--- config.mk ---
export PLATFORM = sky130hd
export DESIGN_NAME = i2c_rate_gen
export DESIGN_NICKNAME = d
export VERILOG_FILES = /design/src/rtl/i2c_rate_gen.sv
export SDC_FILE = /design/constraint.sdc
export NUM_CORES = 1
export LEC_CHECK = 0
export BUFFER_PORTS_ARGS = -buffer_cell sky130_fd_sc_hd__buf_2
export CAP_MARGIN = 10
export CORE_ASPECT_RATIO = 0.75
export CORE_MARGIN = 5
export CORE_UTILIZATION = 40
export DETAILED_ROUTE_END_ITERATION = 8
export PLACE_DENSITY_LB_ADDON = 0.08
export SLEW_MARGIN = 15
export SYNTH_ARGS = -nofsm -noshare
export SYNTH_HDL_FRONTEND = slang
export SYNTH_SLANG_ARGS = --single-unit
--- constraint.sdc ---
create_clock -name clk -period 8.9 [get_ports clk]
set_clock_uncertainty 0.15 [all_clocks]
set_input_delay 0.445 -clock clk [delete_from_list [all_inputs] [get_ports clk]]
set_output_delay 0.445 -clock clk [all_outputs]
set_load 0.1 [all_outputs]
--- src/rtl/i2c_rate_gen.sv ---
module i2c_rate_gen #(
  parameter int DIV_W   = 8,
  parameter int PRE_LOG = 5
) (
  input  logic             clk,
  input  logic             rst_n,
  input  logic             enable,
  input  logic [1:0]       pre_mode,
  input  logic [DIV_W-1:0] div_val,
  input  logic             filter_en,
  output logic             bit_tick,
  output logic             half_tick,
  output logic             quarter_tick
);

  localparam int N_W  = DIV_W + 1;
  localparam int QC_W = N_W + 1;
  localparam int PC_W = PRE_LOG;

  logic             run_q;
  logic [1:0]       mode_q, eff_mode;
  logic [N_W-1:0]   n_q, n_in, eff_n, q_len;
  logic [PC_W-1:0]  pc, pc_last;
  logic [QC_W-1:0]  qc, per_last, half_last, q1_last, q2_last;
  logic             pre_hit, end_per;

  assign n_in     = N_W'(div_val) + N_W'(3) + (filter_en ? N_W'(2) : N_W'(0));
  assign eff_mode = run_q ? mode_q : pre_mode;
  assign eff_n    = run_q ? n_q : n_in;
  assign pc_last  = PC_W'((1 << (PRE_LOG - int'(eff_mode))) - 1);
  assign q_len    = eff_n >> 1;

  assign per_last  = {eff_n, 1'b0} - QC_W'(1);
  assign half_last = QC_W'(eff_n) - QC_W'(1);
  assign q1_last   = QC_W'(q_len) - QC_W'(1);
  assign q2_last   = QC_W'(eff_n) + QC_W'(q_len) - QC_W'(1);

  assign pre_hit = enable && (pc == pc_last);
  assign end_per = pre_hit && (qc == per_last);

  assign bit_tick     = end_per;
  assign half_tick    = pre_hit && (qc == half_last);
  assign quarter_tick = pre_hit && ((qc == q1_last) || (qc == q2_last));

  always_ff @(posedge clk or negedge rst_n) begin
    if (!rst_n) begin
      run_q  <= 1'b0;
      mode_q <= '0;
      n_q    <= '0;
      pc     <= '0;
      qc     <= '0;
    end else begin
      run_q <= enable;
      if (!enable) begin
        pc <= '0;
        qc <= '0;
      end else begin
        if (end_per) begin
          mode_q <= pre_mode;
          n_q    <= n_in;
        end else begin
          mode_q <= eff_mode;
          n_q    <= eff_n;
        end
        if (pre_hit) begin
          pc <= '0;
          qc <= end_per ? '0 : qc + QC_W'(1);
        end else begin
          pc <= pc + PC_W'(1);
        end
      end
    end
  end

  p_exclusive_r6: assert property (@(posedge clk) disable iff (!rst_n)
    $onehot0({bit_tick, half_tick, quarter_tick}));

  p_restart_r7: assert property (@(posedge clk) disable iff (!rst_n)
    $rose(enable) |-> (pc == '0 && qc == '0));

  p_prediv_step_r1: assert property (@(posedge clk) disable iff (!rst_n)
    (enable && !pre_hit) |=> (!enable || $stable(qc)));

  p_hold_settings_r8: assert property (@(posedge clk) disable iff (!rst_n)
    (run_q && enable && !end_per) |=> ($stable(n_q) && $stable(mode_q)));

  p_wrap_r2: assert property (@(posedge clk) disable iff (!rst_n)
    bit_tick |=> (qc == '0 && pc == '0));

  p_in_range_r2: assert property (@(posedge clk) disable iff (!rst_n)
    (run_q && enable) |-> (qc <= per_last));

  p_reset_quiet_r9: assert final (rst_n || !(bit_tick || half_tick || quarter_tick));

endmodule

==> results of run 1 <==
## logic make-up (layout without fill, tap and decap cells)
group / count (synthesis) / count (layout)
xor gates and xnor gates: 61 / 61
muxes: 6 / 6
buffers and inverters: 53 / 48
and+or+nand+nor: 146 / 146
DFF: 27 / 27
adders and majority gates: 23 / 23
AOI/OAI and AO/OA: 97 / 97
## worst reg2reg max path, delay by kind of cell, from the launching register on
| kind | cells | cell delay (ps) |
|---|---|---|
| flip-flops | 1 | 400 |
| AND/OR/NAND/NOR | 4 | 1860 |
| AO/OA/AOI/OAI | 3 | 1180 |
| buffers and inverters | 2 | 360 |
| adder cells (fa/ha/maj) | 1 | 350 |
| XOR/XNOR | 1 | 260 |
## per-layer routing
metal / wire length (µm) / track usage [%] / part of all wire [%]
met5: 0 / 0 / 0
met4: 79 / 3.52 / 0.84
met3: 345 / 1.89 / 3.7
met2: 4060 / 30.8 / 43
met1: 4960 / 28.8 / 53
## worst max path at each step
stage	startpoint	end	slack [ps]	cells after the start
global placement	div_val[1]	quarter_tick	3030	21
CTS	div_val[1]	quarter_tick	2750	21
global route	div_val[1]	quarter_tick	2240	21
detailed placement	div_val[1]	quarter_tick	2760	21
finish	div_val[1]	quarter_tick	2750	21
floorplan	div_val[1]	quarter_tick	1750	20
## per-stage QoR
step / instance area, µm² / utilization, % / setup WS, ps / hold slack, ps / total power [mW]
final: 3500 / 43.9 / 2750 / 14.1 / 0.434
after global placement: 3450 / 43.2 / 3030 / 346 / 0.354
after CTS: 3500 / 43.9 / 2750 / 30.1 / 0.437
after global routing: 3500 / 43.9 / 2240 / 59.0 / 0.470
after floorplan: 3330 / - / 1750 / -0.591 / 0.308
after detailed placement: 3450 / 43.2 / 2760 / 340 / 0.353
## layout make-up
type,count,area share [%]
clock inverter,1,0.250
sequential,27,19.3
multi-input combinational,333,69.9
inverter,25,2.68
timing repair buffer,19,2.93
tap,105,3.75
clock buffer,3,1.18
## state kept, by name, summed over array words and instances, names as in the netlist
| register | count |
|---|---|
| qc | 10 |
| n_q | 9 |
| pc | 5 |
| mode_q | 2 |
| run_q | 1 |
## synthesized netlist by cell type, types with 3 or more instances
cell type	count
or2_2	4
a222oi_1	5
a21oi_1	10
nor3_1	5
a211o_1	3
nor3b_1	3
a31oi_1	3
inv_1	25
ha_1	20
mux2i_1	5
nand2b_1	8
nand4_1	4
and3_1	6
xnor2_1	43
o211ai_1	16
nor4_1	7
fa_1	3
nand3_1	14
a221o_1	4
o21bai_1	3
nor2_1	25
nor2b_1	4
and2_1	12
o21ai_0	16
nand2_1	39
dfrtp_1	27
a21o_1	4
buf_2	5
clkbuf_1	23
or4_1	3
xor2_1	16
## power by group
group	internal, mW	total (mW)	switching (mW)
Sequential	0.130	0.136	0.00582
Clock	0.0331	0.0814	0.0483
Combinational	0.0943	0.217	0.123
Total	0.257	0.434	0.177
==> out/metrics.sh, run 1 <==
GRT_PASS1_WL_MM=15.7
DETAILEDROUTE.FIRSTPASSITERATIONCOUNT=4
GRT_MAX_DEGREE=31
PATH_BUF_INV=6
SETUP_REPAIR_AFTER_GLOBAL_ROUTING_MISSED_ITS_MARGIN='no'
MAX_IR_DROP_VDD_mV=0.0612
OUTCOME='finished clean'
CP_DATA_ARRIVAL_TIME_PS=5560
DETAILED_PLACE_HPWL_MM=7.02
FIN_CELLS=513
SHARE_OF_FINAL_LAYOUT_STANDARD_CELLS_STRONGER_THAN_DRIVE_STRENGTH_1_PCT=8.58
HOLDCRITPATHCLASS='input pin to asynchronous set/reset pin'
ANTENNA_CELLS_INSERTED=0
SYNTH_ADDER_AREA_SHARE_PCT=9.31
POST-CTS-SETUP-BUFFERS=0
NUMPORTBUFFERS=16
RR_ENDPOINT='n_q[2]'
DRT.ANTENNA.VIOLATING_NETS=0
DIE_HEIGHT_UM=89.0
DETAIL_ROUTE.ITER0.VIOLATIONS=204
STARTPOINT_TYPE='input pin'
DESIGN.FINAL.NETS=446
PLACE_CONGESTION=0.841
NUMCLOCKSINKS=27
REQUIRED_PS=8310
DP.CELLS=509
SEQCELLAREA_UM2=676
WORST_SLEW_MARGIN_REL_PCT=43.3
AREA.GROWTH.SYNTH_TO_FINAL_PCT=5.18
WORST-R2R-CELL-COUNT=11
TOTAL_STANDARD_CELL_AREA_AFTER_SYNTHESIS_UM2=3330
NUMBER_OF_CELL_ROWS=28
PATH_MAX_FANOUT=7
CLOCK_TREE.ROOT_CELL='clkbuf_8'
TOTALWIRELENGTH_MM=9.44
POSTSYNTH.ASYNCRESETSHARE_PCT=100
SLOWEST_DELAY_PS=510
CLOCKBUFFERDEPTH=2
FLOORPLAN.IO_PINS=17
FILLERS=814
VIAS_PER_CELL=5.87
YS_WARN_COUNT=0
CELLLEAKAGEPOWER_nW=1.39
LAYOUT.CELLS.MOST_COMMON_LIST='xnor2_1, nand2_1, dfrtp_1'
SYNTH_XOR_XNOR_AREA_SHARE_PCT=16.9
POST-ROUTE-PERIOD-UTIL_PCT=69.1
POST_SYNTH_MUX_AREA_SHARE_PCT=1.84
SYN_AVG_CELL_AREA_UM2=8.07
MAX_CAPACITANCE_VIOLATION_COUNT=0
DRC_ERRORS=0
REG2REG_FROM='run_q'
CHIPWIDTH_UM=115
GRT.TOTAL_USAGE_PCT=19.4
VIAS_IN_THE_FIRST_GLOBAL_ROUTE=3000
YS_SEQ_AREA_SHARE_PCT=20.3
COMBINATIONAL_FAMILY_WITH_THE_MOST_AREA_AFTER_SYNTHESIS='simple AND/OR/NAND/NOR gates'
PERIOD_MINUS_SLACK_PS=6150
CLOCK.FMAX_GHz=0.163
CTSHTREEMAXLEVEL=1
SYNTH.LARGEST_AREA_CELL='dfrtp_1'
CELLPOWERDENSITY_nW_PER_UM2=124
GRT_OVERFLOW=0
TOP_AREA_CELLS_IN_THE_SYNTHESIZED_NETLIST='dfrtp_1, xnor2_1, ha_1'
POST_SYNTHESIS_COMPOUND_GATE_AREA_FRACTION_PCT=22.0
CLOCK_INSERTION_DELAY_AT_THE_LATER_PIN_OF_THE_SKEW_REPORT_PS=290
SETUP_VIOL=0
ANTENNA_FOUND_INITIAL=0
POST_CTS.RESIZED_INSTANCES=0
MAXSLEWVIOLCOUNT=0
SYNTHDISTINCTLIBCELLS=68
CRIT_CHAIN='buf_2, inv_1, ha_1, inv_1, ha_1, inv_1, fa_1, and3b_1, a41oi_1, a2bb2oi_1, inv_1, ha_1, fa_1, xnor2_1, o21ai_0, o21ai_0, nand2_1, a2111oi_0, nand4b_1, o32ai_1, buf_2'
SYNTH_CELLS=413
DRT-WIRELENGTH-PER-CELL_UM=18.4
CTS_MADE_BUFFERS=3
SETUP.WORST_PATH.END_CLASS='output pin'
SIMPLE_GATE_SHARE_OF_THE_SYNTHESIZED_AREA_PCT=23.5
REG2REG_SETUP_SLACK_PS=4220
MAX_SLEW.WORST_PIN.SLEW_PS=848
CTS_TREE='done'
ROUTED-VIA-COUNT=3011
POST-SYNTH-TOP-AREA-FRACTION_PCT=20.3
SETUP_TNS_PS=0
YOSYS_MOST_USED_DFF='dfrtp_1'
MULTI_INPUT_COMB_AREA_UM2=2450
CLK_TRANSITION_REPORTED_PATHS_PS=110
DESIGN.DIE.AREA_UM2=10300
FINAL_HOLD_VIOLATION_COUNT=0
SYNTH.NET_COUNT=450
CRITICAL-PATH-TOP-DELAY-FAMILY='adder cells'
INITIAL_UTILIZATION_PCT=41.7
SYNTH_EDF_COUNT=0
LAYOUT.CELLS.MOST_COMMON='xnor2_1'
CTS_HOLD_BUF=0
CRIT_TYPE='input pin to output pin'
SYNTH_SEQ_CELLS=27
CRIT_PATH_FREQUENT_CELL='inv_1'
DESIGN.CORE.AREA_UM2=7990
CP_SLOWEST_CELL='a2bb2oi_1'
No activity file was read; power rests on OpenSTA's default activity.
==> run 2: changes to the inputs <==
ABC_AREA = 1   (was not set)
clock period = 6.45 ns   (was 8.9 ns; I/O delays follow)
==> out/metrics.sh, run 2 <==
AREA.GROWTH.SYNTH_TO_FINAL_PCT=6.16
GRT.TOTAL_USAGE_PCT=19.3
PLACED_CELL_AREA_UM2=3420
SYNTH.NET_COUNT=559
SYN_AVG_CELL_AREA_UM2=6.27
TOTALWIRELENGTH_MM=9.33
CELLPOWERDENSITY_nW_PER_UM2=176
ROUTED-VIA-COUNT=3316
CLOCKBUFFERDEPTH=2
SETUP_TNS_PS=0
DETAILED_PLACE_HPWL_MM=7.54
LARGEST_REGISTER_FFS=10
DESIGN.FINAL.NETS=567
SETUP_VIOL=0
GRT_OVERFLOW=0
LAYOUT.CELL_AREA.NON_FILLER_UM2=3470
REQUIRED_PS=5980
CLOCK_INSERTION_DELAY_AT_THE_LATER_PIN_OF_THE_SKEW_REPORT_PS=270
CTS_TREE='done'
MAX_CAPACITANCE_VIOLATION_COUNT=0
CLOCK.FMAX_GHz=0.197
DIE_HEIGHT_UM=88.3
WORST_SLEW_MARGIN_REL_PCT=59.1
HOLDCRITPATHCLASS='input pin to flip-flop'
PATH_MAX_FANOUT=5
CTSHTREEMAXLEVEL=1
ANTENNA_CELLS_INSERTED=0
DETAIL_ROUTE.ITER0.VIOLATIONS=271
DESIGN.CORE.AREA_UM2=7920
NUMBER_OF_CELL_ROWS=28
LAYOUT.CELLS.MOST_COMMON_LIST='nand2_1, nand3_1, inv_1'
SYNTH_SEQ_CELLS=27
DRT.ANTENNA.VIOLATING_NETS=0
NUMCLOCKSINKS=27
SETUP.WORST_PATH.END_CLASS='output pin'
REG2REG_SETUP_SLACK_PS=2870
SHARE_OF_FINAL_LAYOUT_STANDARD_CELLS_STRONGER_THAN_DRIVE_STRENGTH_1_PCT=10.0
STARTPOINT_TYPE='input pin'
LIST_OF_MOST_FREQUENT_POST_SYNTHESIS_CELLS='nand2_1, nand3_1, inv_1'
MAX_IR_DROP_VDD_mV=0.119
SYNTHDISTINCTLIBCELLS=37
CRIT_TYPE='input pin to output pin'
SLOWEST_DELAY_PS=490
LAYOUT_TOP_REGISTERS='qc x10, n_q x9, pc x5'
CLK_TRANSITION_REPORTED_PATHS_PS=90
SYNTH_EDF_COUNT=0
OUTCOME='finished clean'
POST-CTS-SETUP-BUFFERS=0
CELLLEAKAGEPOWER_nW=1.77
DRT-WIRELENGTH-PER-CELL_UM=14.7
VIAS_IN_THE_FIRST_GLOBAL_ROUTE=3068
CTS_HOLD_BUF=1
POST-ROUTE-PERIOD-UTIL_PCT=78.5
YS_SEQ_AREA_SHARE_PCT=20.7
PLACE_CONGESTION=0.876
INITIAL_UTILIZATION_PCT=41.3
DRC_ERRORS=0
CRIT_PATH_FREQUENT_CELL='inv_1'
CLOCK_TREE.ROOT_CELL='clkbuf_8'
MAX_SLEW.WORST_PIN.SLEW_PS=613
VIAS_PER_CELL=5.23
NUMPORTBUFFERS=16
LAYOUT.CELLS.MOST_COMMON='nand2_1'
TOTAL_STANDARD_CELL_AREA_AFTER_SYNTHESIS_UM2=3270
YOSYS_MOST_USED_DFF='dfrtp_1'
MAXSLEWVIOLCOUNT=0
PERIOD_MINUS_SLACK_PS=5060
ANTENNA_FOUND_INITIAL=0
DESIGN.DIE.AREA_UM2=10100
YS_WARN_COUNT=0
REGMOSTFLOPS='qc'
TOP_AREA_CELLS_IN_THE_SYNTHESIZED_NETLIST='dfrtp_1, nand2_1, nand3_1'
SYNTH.LARGEST_AREA_CELL='dfrtp_1'
DETAILEDROUTE.FIRSTPASSITERATIONCOUNT=5
CHIPWIDTH_UM=114
CP_SLOWEST_CELL='fa_1'
SYNTH_CELLS=522
GRT_PASS1_WL_MM=15.6
POST_CTS.RESIZED_INSTANCES=0
YOSYSMOSTFREQUENTCELL='nand2_1'
SETUP_REPAIR_AFTER_GLOBAL_ROUTING_MISSED_ITS_MARGIN='no'
FLOORPLAN.IO_PINS=17
CP_DATA_ARRIVAL_TIME_PS=4590
CTS_MADE_BUFFERS=3
FINAL_HOLD_VIOLATION_COUNT=0
POSTSYNTH.ASYNCRESETSHARE_PCT=100
POST-SYNTH-TOP-AREA-FRACTION_PCT=20.7
GRT_MAX_DEGREE=28
[run 2: final timing paths]
kind,start,to,depth (start not counted)
setup / recovery,div_val[1],quarter_tick,25
hold / removal,pre_mode[1],mode_q[1],3
setup reg to reg,run_q,n_q[4],17
hold reg to reg,mode_q[0],mode_q[0],2
max in group asynchronous,rst_n,n_q[8],2
min in group asynchronous,rst_n,pc[3],2
[run 2: logic make-up (layout without fill, tap and decap cells)]
group | Yosys count | after routing | synth area share, %
xor gates and xnor gates | 28 | 28 | 7.50
AOI/OAI and AO/OA | 34 | 34 | 5.43
and+or+nand+nor | 336 | 336 | 47.9
buffers and inverters | 74 | 81 | 9.03
adders and majority gates | 23 | 23 | 9.49
DFF | 27 | 27 | 20.7
[run 2: final cells by class]
type	instances	area [µm²]
fill	879	4450
timing repair buffer	18	97.6
inverter	59	223
tap	105	131
multi-input combinational	421	2300
sequential	27	676
clock buffer	4	45.0
[run 2: metrics by stage]
step	power, mW	std cells	hold WS [ps]	setup slack [ps]	utilization (%)
floorplan	0.442	522	-123	1030	-
global placement	0.507	629	219	1410	43.2
detailed placement	0.511	629	225	1350	43.2
CTS	0.612	634	126	1320	43.9
global route	0.668	634	137	1030	43.9
finish	0.610	634	126	1390	43.9
[run 2: critical path: cells and delay by family]
family | cells | cell delay, ps
xor+xnor | 1 | 180
buf+inv | 8 | 900
simple gates | 9 | 1110
fa+ha+maj | 6 | 1920
compound gates | 1 | 150
[run 2: layer usage]
metal  GRT usage [%]  vias to the layer above  wire length (µm)
li1                -                     1693                 -
met3            2.26                        9               568
met4            3.56                        0                82
met1            30.8                     1510              5100
met2            27.6                      104              3590
met5               0                        -                 0
[run 2: report_power, final]
part           leakage, nW  switching, mW  total (mW)  internal [mW]
clock               0.0228         0.0529      0.0973         0.0443
combinational         1.39          0.204       0.323          0.119
sequential           0.357        0.00962       0.189          0.180
total                 1.77          0.266       0.610          0.343
==> run 3: changes to the inputs <==
clock period = 5 ns   (was 6.45 ns; I/O delays follow)
==> out/metrics.sh, run 3 (synthesis gave the netlist of run 2 again) <==
DESIGN.CORE.AREA_UM2=7920
VIAS_PER_CELL=5.13
ANTENNA_FOUND_INITIAL=0
LAYOUT_TOP_REGISTERS='qc x10, n_q x9, pc x5'
MULTI_INPUT_COMB_AREA_UM2=2300
DRT-WIRELENGTH-PER-CELL_UM=14.3
DETAILEDROUTE.FIRSTPASSITERATIONCOUNT=5
DETAILED_PLACE_HPWL_MM=7.41
MAX_SLEW.WORST_PIN.SLEW_PS=605
DRT.ANTENNA.VIOLATING_NETS=0
SETUP_TNS_PS=0
FIN_CELLS=638
CTS_MADE_BUFFERS=3
POST-ROUTE-PERIOD-UTIL_PCT=92.8
MET3_WIRELENGTH_UM=563
FILLERS=894
DETAIL_ROUTE.ITER0.VIOLATIONS=186
PERIOD_MINUS_SLACK_PS=4640
GRT_MAX_DEGREE=28
CELLPOWERDENSITY_nW_PER_UM2=225
CP_DATA_ARRIVAL_TIME_PS=4240
FLOORPLAN.IO_PINS=17
INITIAL_UTILIZATION_PCT=41.3
MET1_LENGTH_MM=4.92
MAXSLEWVIOLCOUNT=0
ANTENNA_CELLS_INSERTED=0
DESIGN.FINAL.NETS=571
LAYOUT.CELLS.MOST_COMMON_LIST='nand2_1, nand3_1, inv_1'
FINALCOREUTILIZATION_PCT=44.5
WORST-R2R-CELL-COUNT=16
MAX_CAPACITANCE_VIOLATION_COUNT=0
SHARE_OF_FINAL_LAYOUT_STANDARD_CELLS_STRONGER_THAN_DRIVE_STRENGTH_1_PCT=11.1
CTSHTREEMAXLEVEL=1
REQUIRED_PS=4600
ROUTE.TOP_LAYER_USED='met4'
HOLDCRITPATHCLASS='input pin to flip-flop'
ROUTED-VIA-COUNT=3273
SEQCELLAREA_UM2=676
STARTPOINT_TYPE='input pin'
CLOCK_INSERTION_DELAY_AT_THE_LATER_PIN_OF_THE_SKEW_REPORT_PS=280
REGMOSTFLOPS='qc'
NUMBER_OF_CELL_ROWS=28
NUMPORTBUFFERS=16
MAX_IR_DROP_VDD_mV=0.131
DP.CELLS=633
FINAL_HOLD_VIOLATION_COUNT=0
PLACE_CONGESTION=0.914
TOTALWIRELENGTH_MM=9.13
DRC_ERRORS=0
TIMING.HOLD.WS_PS=40.0
LARGEST_REGISTER_FFS=10
GRT_PASS1_WL_MM=15.2
CELLLEAKAGEPOWER_nW=1.79
POST_CTS.RESIZED_INSTANCES=0
GRT_OVERFLOW=0
NUMCLOCKSINKS=27
OUTCOME='finished clean'
CRIT_TYPE='input pin to output pin'
AREA.GROWTH.SYNTH_TO_FINAL_PCT=7.80
GRT.TOTAL_USAGE_PCT=18.7
SETUP_REPAIR_AFTER_GLOBAL_ROUTING_MISSED_ITS_MARGIN='no'
SETUP.WORST_PATH.END_CLASS='output pin'
WORST_SLEW_MARGIN_REL_PCT=59.7
CLOCK.FMAX_GHz=0.216
DIE_HEIGHT_UM=88.3
LAYOUT.CELLS.MOST_COMMON='nand2_1'
PATH_MAX_FANOUT=5
DESIGN.DIE.AREA_UM2=10100
P_TOTAL_uW=794
CLK_TRANSITION_REPORTED_PATHS_PS=110
CLOCKBUFFERDEPTH=2
CTS_TREE='done'
WIRE_LENGTH_ON_MET2_MM=3.61
CHIPWIDTH_UM=114
SETUP_VIOL=0
WHS_PATH_DEPTH=3
CLOCK_TREE.ROOT_CELL='clkbuf_8'
VIAS_IN_THE_FIRST_GLOBAL_ROUTE=3019
==> run 3: cell types whose count changed in the layout (fill, tap and decap cells not counted), sizes merged <==
cell    before  now
inv         57   58
clkbuf       4    3
buf         17   21
==> run 3: timing repair <==
action / CTS / global route
hold endpoints to repair: 27 / 0
hold buffers: 1 / 0
buffers inserted: 0 / 0
==> run 3: power by group <==
| group | internal, mW | switching (mW) | total [mW] |
|---|---|---|---|
| clock | 0.0586 | 0.0748 | 0.133 |
| sequential | 0.232 | 0.0117 | 0.244 |
| combinational | 0.158 | 0.259 | 0.417 |
| total | 0.448 | 0.346 | 0.794 |
==> run 3: final timing paths <==
| check | from | to | slack, ps |
|---|---|---|---|
| max in group asynchronous | rst_n | qc[8] | 3950 |
| min | pre_mode[1] | mode_q[1] | 40 |
| min in group asynchronous | rst_n | pc[2] | 350 |
| max reg2reg | run_q | qc[5] | 1510 |
| min reg2reg | pc[0] | pc[0] | 350 |
| max | div_val[1] | quarter_tick | 360 |
==> run 3: area by class of cell <==
class,instances,area share (%)
Tap cell,105,3.73
Inverter,59,6.32
Clock inverter,1,0.248
Multi-Input combinational cell,421,65.3
Timing Repair Buffer,22,4.05
Sequential cell,27,19.2
Clock buffer,3,1.17
==> run 3: metrics by stage <==
stage / area (µm²) / worst slack [ps]
after global routing: 3530 / 17.9
after global placement: 3470 / 452
after floorplan: 3270 / 336
after detailed placement: 3470 / 340
final: 3530 / 360
after CTS: 3530 / 336
==> run 3: critical path: stages <==
cell	delay (ps)
buf_2	70
inv_1	30
ha_1	280
inv_1	60
ha_1	170
inv_1	60
fa_1	430
inv_1	100
nand2_1	90
nand2_1	170
inv_1	100
ha_1	310
inv_1	50
ha_1	220
fa_1	430
nand3_1	100
nand3_1	100
nand2_1	70
nand2_1	40
a21oi_1	190
nand2_1	100
nand3_1	100
nand3_1	80
nor2_1	90
nand3_1	130
a21oi_2	210
buf_12	190
==> run 3: layer usage <==
metal | up-vias | global-route usage [%]
met2 | 81 | 27.4
met1 | 1484 | 29.1
met4 | 0 | 2.80
met3 | 4 | 3.01
li1 | 1704 | -
met5 | - | 0
